[src/rtl/buck_seq_pkg.sv]
package buck_seq_pkg;
  typedef enum logic {
    MODE_SEQ = 1'b0,
    MODE_ALL = 1'b1
  } act_mode_e;
endpackage

[src/rtl/uv_edge.sv]
module uv_edge (
  input  logic clk_i,
  input  logic rst_ni,
  input  logic lvl_i,
  output logic rise_o
);
  logic lvl_q;

  // Reset high so a request already asserted at reset release waits for a low cycle
  always_ff @(posedge clk_i or negedge rst_ni) begin
    if (!rst_ni) lvl_q <= 1'b1;
    else         lvl_q <= lvl_i;
  end

  assign rise_o = lvl_i & ~lvl_q;
endmodule

[src/rtl/token_ring.sv]
module token_ring #(
  parameter int unsigned NPH = 4
) (
  input  logic           clk_i,
  input  logic           rst_ni,
  input  logic           step_i,
  output logic [NPH-1:0] token_o
);
  for (genvar i = 0; i < NPH; i++) begin : g_slot
    localparam int unsigned PREV = (i == 0) ? NPH - 1 : i - 1;
    always_ff @(posedge clk_i or negedge rst_ni) begin
      if (!rst_ni)     token_o[i] <= (i == 0);
      else if (step_i) token_o[i] <= token_o[PREV];
    end
  end
endmodule

[src/rtl/start_gen.sv]
module start_gen
  import buck_seq_pkg::*;
#(
  parameter int unsigned NPH = 4
) (
  input  logic           clk_i,
  input  logic           rst_ni,
  input  logic           fire_i,
  input  act_mode_e      mode_i,
  input  logic [NPH-1:0] token_i,
  input  logic [NPH-1:0] busy_i,
  output logic [NPH-1:0] start_o
);
  logic [NPH-1:0] pick;
  logic [NPH-1:0] start_d;

  always_comb begin
    pick    = (mode_i == MODE_ALL) ? {NPH{1'b1}} : token_i;
    start_d = fire_i ? (pick & ~busy_i) : '0;
  end

  always_ff @(posedge clk_i or negedge rst_ni) begin
    if (!rst_ni) start_o <= '0;
    else         start_o <= start_d;
  end
endmodule

[src/rtl/buck_phase_sequencer.sv]
module buck_phase_sequencer
  import buck_seq_pkg::*;
#(
  parameter int unsigned NPH = 4
) (
  input  logic           clk_i,
  input  logic           rst_ni,
  input  logic           uv_i,
  input  logic           hl_i,
  input  logic [NPH-1:0] busy_i,
  output logic [NPH-1:0] start_o
);
  logic           fire;
  logic           step;
  act_mode_e      mode;
  logic [NPH-1:0] token;

  uv_edge u_edge (
    .clk_i  (clk_i),
    .rst_ni (rst_ni),
    .lvl_i  (uv_i),
    .rise_o (fire)
  );

  assign mode = hl_i ? MODE_ALL : MODE_SEQ;
  assign step = fire && (mode == MODE_SEQ);

  token_ring #(.NPH(NPH)) u_ring (
    .clk_i   (clk_i),
    .rst_ni  (rst_ni),
    .step_i  (step),
    .token_o (token)
  );

  start_gen #(.NPH(NPH)) u_gen (
    .clk_i   (clk_i),
    .rst_ni  (rst_ni),
    .fire_i  (fire),
    .mode_i  (mode),
    .token_i (token),
    .busy_i  (busy_i),
    .start_o (start_o)
  );
endmodule

[config.mk]
export PLATFORM = sky130hd
export DESIGN_NAME = buck_phase_sequencer
export DESIGN_NICKNAME = d
export VERILOG_FILES = /design/src/rtl/buck_seq_pkg.sv /design/src/rtl/uv_edge.sv /design/src/rtl/token_ring.sv /design/src/rtl/start_gen.sv /design/src/rtl/buck_phase_sequencer.sv
export SDC_FILE = /design/constraint.sdc
export NUM_CORES = 1
export LEC_CHECK = 0
export BUFFER_PORTS_ARGS = -buffer_cell sky130_fd_sc_hd__buf_4
export CORE_AREA = 2 2 39 41
export CTS_BUF_LIST = sky130_fd_sc_hd__clkbuf_8
export CTS_CLUSTER_SIZE = 16
export DETAILED_ROUTE_END_ITERATION = 16
export DIE_AREA = 0 0 41 43
export GPL_ROUTABILITY_DRIVEN = 0
export PLACE_DENSITY = 0.46
export SLEW_MARGIN = 20
export SYNTH_ARGS = -nofsm -noshare
export SYNTH_HDL_FRONTEND = slang
export SYNTH_SLANG_ARGS = --single-unit
export TNS_END_PERCENT = 5
[constraint.sdc]
create_clock -name clk_i -period 2.5 [get_ports clk_i]
set_clock_uncertainty 0.1 [all_clocks]
set_input_delay 0.125 -clock clk_i [delete_from_list [all_inputs] [get_ports clk_i]]
set_output_delay 0.125 -clock clk_i [all_outputs]
set_load 0.03 [all_outputs]
# Word level (Yosys, flattened, before mapping)

Cells that the tools add are included.

Register bits after elaboration: 9
Bits in latches: 0
RAM bits: 0
Memory bits (read-only): 0
Input bits: 8
Output and inout bits: 4
Logic and storage cells: 15
Memories kept: 0

Add/subtract/negate cells: 0
$mul: 0
Div/mod/pow operators: 0
Order comparisons: 0
Equal/unequal tests: 0
Shift operators: 0
Multiplexer cells: 3
Bitwise logic cells: 5
Reductions and logical operators: 1

Operators with widths:

| kind              | count |
|---|---|
| 4-bit two-way mux | 2 |
| 4-bit AND         | 1 |
| 4-bit NOT         | 1 |
| 1-bit NOT         | 2 |
| 1-bit AND         | 1 |
| 1-bit logical AND | 1 |
| 1-bit two-way mux | 1 |

# Logic depth before layout (Yosys ltp)

Depth in word-level cells: 4
Mapped depth: 2
Mapped depth without buffers: 2

# Cells and area by module

Synthesis repeated with hierarchy kept, for this count alone.

Cells, all modules: 23
Area total of the unflattened synthesis: 365.4 µm²

By module, submodules not included:

| module               | times used | cells an instance | area an instance (µm²) | seq. area each (µm²) |
|---|---|---|---|---|
| start_gen            | 1          | 12                | 165.2                  | 100.1 |
| token_ring           | 1          | 8                 | 146.4                  | 101.3 |
| uv_edge              | 1          | 2                 | 40.0                   | 26.3 |
| buck_phase_sequencer | 1          | 1                 | 13.8                   | 0.0 |

# Worst setup path after synthesis

OpenSTA, ideal clock, no wires.

Path type: register to register
Start: register u_edge.lvl_q
End: register u_ring.token_o[1]
Library setup time: 0.125 ns
Arrival: 0.931 ns
Data required time: 2.275 ns
Setup slack: 1.344 ns
Cell stages (with the launch flop): 3
Path buffers: 0
Clock period less this slack: 1.156 ns
Path through: dfstp_2 > nor3b_4 > mux2_2

Word-level cells in the longest chain between the ends: 3

Ends and longest elaborated chain:

| what                            | line                       | text |
|---|---|---|
| from (decl)                     | uv_edge.sv:7               | `logic lvl_q;` |
| from (signal assigned)          | uv_edge.sv:12              | `else lvl_q <= lvl_i;` |
| 1-bit NOT                       | uv_edge.sv:15              | `assign rise_o = lvl_i & ~lvl_q;` |
| 1-bit AND                       | uv_edge.sv:15              |  |
| 1-bit logical AND               | buck_phase_sequencer.sv:26 | `assign step = fire && (mode == MODE_SEQ);` |
| to (signal, indexed assignment) | token_ring.sv:12           | `if (!rst_ni) token_o[i] <= (i == 0);` |
| to (signal, indexed assignment) | token_ring.sv:13           | `else if (step_i) token_o[i] <= token_o[PREV];` |
| to (decl)                       | token_ring.sv:7            | `output logic [NPH-1:0] token_o` |

Every way passes these cells.
A chain may end at the register's enable or synchronous reset.

# Worst setup path in the final report

Start: input uv_i
End: register u_ring.token_o[3]

Word-level cells in the longest chain between the ends: 2

Ends and longest elaborated chain:

| what              | line                       | text |
|---|---|---|
| from (decl)       | buck_phase_sequencer.sv:8  | `input logic uv_i,` |
| 1-bit AND         | uv_edge.sv:15              |  |
| 1-bit logical AND | buck_phase_sequencer.sv:26 |  |

Every way passes these cells.

==> flow_summary.rst <==
.. list-table::
   :header-rows: 1

   * - Metric
     - Value
   * - Critical path's top delay family
     - buffers and inverters
   * - Port bufs
     - 11
   * - Total grt overflow
     - 0
   * - R2r endpoint
     - u_ring.token_o[3]$_DFFE_PN0P_
   * - CTS HTree Levels
     - 1
   * - WS Path Type
     - in2reg
   * - Actual slew at the worst max-slew pin
     - 0.244 ns
   * - Rows
     - 14
   * - Number of primary I/O pins
     - 12
   * - Post-route fraction of the period consumed by the critical path
     - 55.3%
   * - Number of max-slew violations in the final report
     - 0
   * - Inserted Diodes
     - 0
   * - Peak VDD IR
     - 258 uV
   * - Leakage power of the design
     - 0.264 nW
   * - Cell count after synthesis
     - 23
   * - Arrival time reported for the critical path endpoint
     - 1.39 ns
   * - Post-route antenna net violation count
     - 0
   * - Warning count from the yosys run
     - 0
   * - Die area
     - 1760 sq um
   * - Status
     - finished clean
   * - Ratio of cells with drive above 1 in the final layout
     - 47.7%
   * - Half-perimeter wire length of the detailed placement result
     - 504 um
   * - Total Negative Setup Slacks
     - 0 ns
   * - Clock latency at the later pin of the worst-skew pair
     - 0.23 ns
   * - Number of global-route vias before repair
     - 265
   * - Max-slew headroom at the worst pin
     - 83.7%
   * - Worst Hold Depth
     - 3
   * - Total chip power
     - 0.347 mW
   * - Maximum Capacitance Violations
     - 0
   * - Total CTS buffers
     - 3
   * - Cells along the critical path
     - dlygate4sd3_1, buf_4, nor3b_4, mux2_2
   * - Setup slack after layout
     - 1.12 ns
   * - Starting utilization of the core area
     - 24.1%
   * - Final worst hold slack
     - 0.110 ns
   * - Area growth from synthesis to layout
     - 62.4%
   * - Die X
     - 41 um
   * - Setup violations, final
     - 0
   * - Clock root buffer
     - clkbuf_8
   * - Pre-CTS setup slack
     - 1.29 ns
   * - Global routing usage summed across all routing layers
     - 10.0%
   * - Number of buffers between clock root and the deepest sink
     - 2
   * - Net count after synthesis
     - 31
   * - Global-route wire length before repair
     - 1050 um
   * - Portion of the post-synthesis area used by sequential elements
     - 68.4%
   * - WL/cell
     - 11.6 um
   * - DRC violation count after routing
     - 0
   * - Number of DRC markers after the initial detailed-route iteration
     - 2
   * - Post-synthesis instance area
     - 333 sq um
   * - Worst path max stage delay
     - 0.53 ns
   * - Die Span Y
     - 43 um
   * - R2R depth
     - 2
   * - Initial antenna violation count
     - 0
   * - FF+latch count, synth
     - 9
   * - Type of the most critical hold path
     - in2reg
   * - Number of library cell types mapped by synthesis
     - 7
   * - Origin of the worst min-delay path
     - hl_i
   * - Critical path capture point type
     - flop
   * - Endpoint of the worst hold-timing path
     - u_gen.start_o[1]$_DFF_PN0_
   * - Final WL
     - 696 um
   * - Avg Synthesized Cell Area
     - 14.5 sq um
   * - Slowest cell on the critical path
     - dlygate4sd3_1
   * - Max Clock Freq
     - 724 MHz
   * - Final Hold Violating Endpoints
     - 0
   * - Unrepaired setup endpoints after global routing
     - no
   * - Net count, final
     - 53
   * - Highest net fanout along the worst path
     - 4
   * - Final standard cell utilization of the core
     - 39.1%
   * - Clock tree from TritonCTS
     - built
   * - Power per unit of standard cell area
     - 641 nW/um^2
   * - Worst path bufs/invs
     - 2
   * - DRT Pass-1 Iters
     - 3
   * - Number of vias after detailed routing
     - 248
   * - Number of vias per cell
     - 4.13
   * - Maximum number of pins on one net before global-route repair
     - 10
   * - Final period demand of the worst path
     - 1.38 ns
   * - TritonCTS Sinks
     - 9
   * - Area of the core
     - 1380 sq um
   * - Number of cells on the critical path
     - 4
   * - R2R Setup Slk
     - 1.29 ns
   * - R2r startpoint
     - u_edge.lvl_q$_DFF_PN1_
   * - CP Data Required Time
     - 2.51 ns
   * - Register clock-pin slew on the reported worst setup and hold paths
     - 0.04 ns
   * - Startpoint Class
     - input port
worst max-delay path by stage:
stage | from | to | slack [ns]
2_1_floorplan | u_edge.lvl_q$_DFF_PN1_ | u_ring.token_o[1]$_DFFE_PN0P_ | 1.34
3_3_place_gp | u_edge.lvl_q$_DFF_PN1_ | u_ring.token_o[2]$_DFFE_PN0P_ | 1.31
3_5_place_dp | u_edge.lvl_q$_DFF_PN1_ | u_ring.token_o[3]$_DFFE_PN0P_ | 1.29
4_1_cts | uv_i | u_ring.token_o[3]$_DFFE_PN0P_ | 1.10
5_1_grt | uv_i | u_ring.token_o[3]$_DFFE_PN0P_ | 1.09
6_report | uv_i | u_ring.token_o[3]$_DFFE_PN0P_ | 1.12
kinds of logic (layout without fill, tap and decap cells):
group / Yosys count / in the layout / synth area share [%]
buffers and inverters: 0 / 21 / 0
DFF: 9 / 9 / 68.4
muxes: 4 / 4 / 13.5
and+or+nand+nor: 10 / 10 / 18.0
synthesized netlist by cell type:
master    instances  area (sq um)
dfrtp_1           7           175
dfstp_2           2          52.6
mux2_2            4          45.0
nand2b_1          1          6.26
nor2_1            4          15.0
nor3_1            4          20.0
nor3b_4           1          18.8
routing by layer:
| layer | vias to the layer above | track usage (%) | routed length [um] |
|---|---|---|---|
| met4 | 0 | 10.0 | 0 |
| met1 | 119 | 8.91 | 286 |
| met2 | 9 | 15.0 | 363 |
| met3 | 0 | 4.71 | 46 |
| met5 | - | 0 | 0 |
| li1 | 120 | - | - |
cell type report:
type / count / area, sq um
fillers: 134 / 843
flip-flops and latches: 9 / 228
repair buffers: 17 / 143
multi-input cells: 14 / 105
clock buffers: 3 / 41.3
well taps: 16 / 20.0
clock inverters: 1 / 3.75
what timing repair did:
| item | CTS | global route |
|---|---|---|
| setup buffers | 0 | 0 |
| endpoints found under the setup margin | 0 | 0 |
| gates resized for setup | 0 | 0 |
| endpoints found under the hold margin | 14 | 0 |
| hold buffers | 6 | 0 |
tightest hold or removal path: cells and delay by family:
family                 cells  cell delay, ns
buffers and inverters      1            0.13
AND/OR/NAND/NOR            2            0.14
flip-flops by register name, summed over array words and instances (netlist names):
signal / flops
u_ring.token_o: 4
u_gen.start_o: 4
u_edge.lvl_q: 1
report_power, final:
part | internal [mW] | total [mW] | switching, mW
logic | 0.0190 | 0.0334 | 0.0144
registers | 0.149 | 0.151 | 0.00113
clock network | 0.107 | 0.163 | 0.0560
cells in the final DEF, fill, tap and decap left out:
master,synthesis,final
nand2b_1,1,1
nor3b_4,1,1
dfrtp_1,7,7
mux2_2,4,4
inv_1,0,1
dlygate4sd3_1,0,6
nor3_1,4,4
dfstp_2,2,2
buf_4,0,11
nor2_1,4,4
clkbuf_8,0,3
per-stage QoR:
stage / cells / instance area, sq um
2_1_floorplan: 23 / 333
3_3_place_gp: 50 / 435
3_5_place_dp: 50 / 435
4_1_cts: 60 / 541
5_1_grt: 60 / 541
6_report: 60 / 541
(Power assumes the default switching activity.)
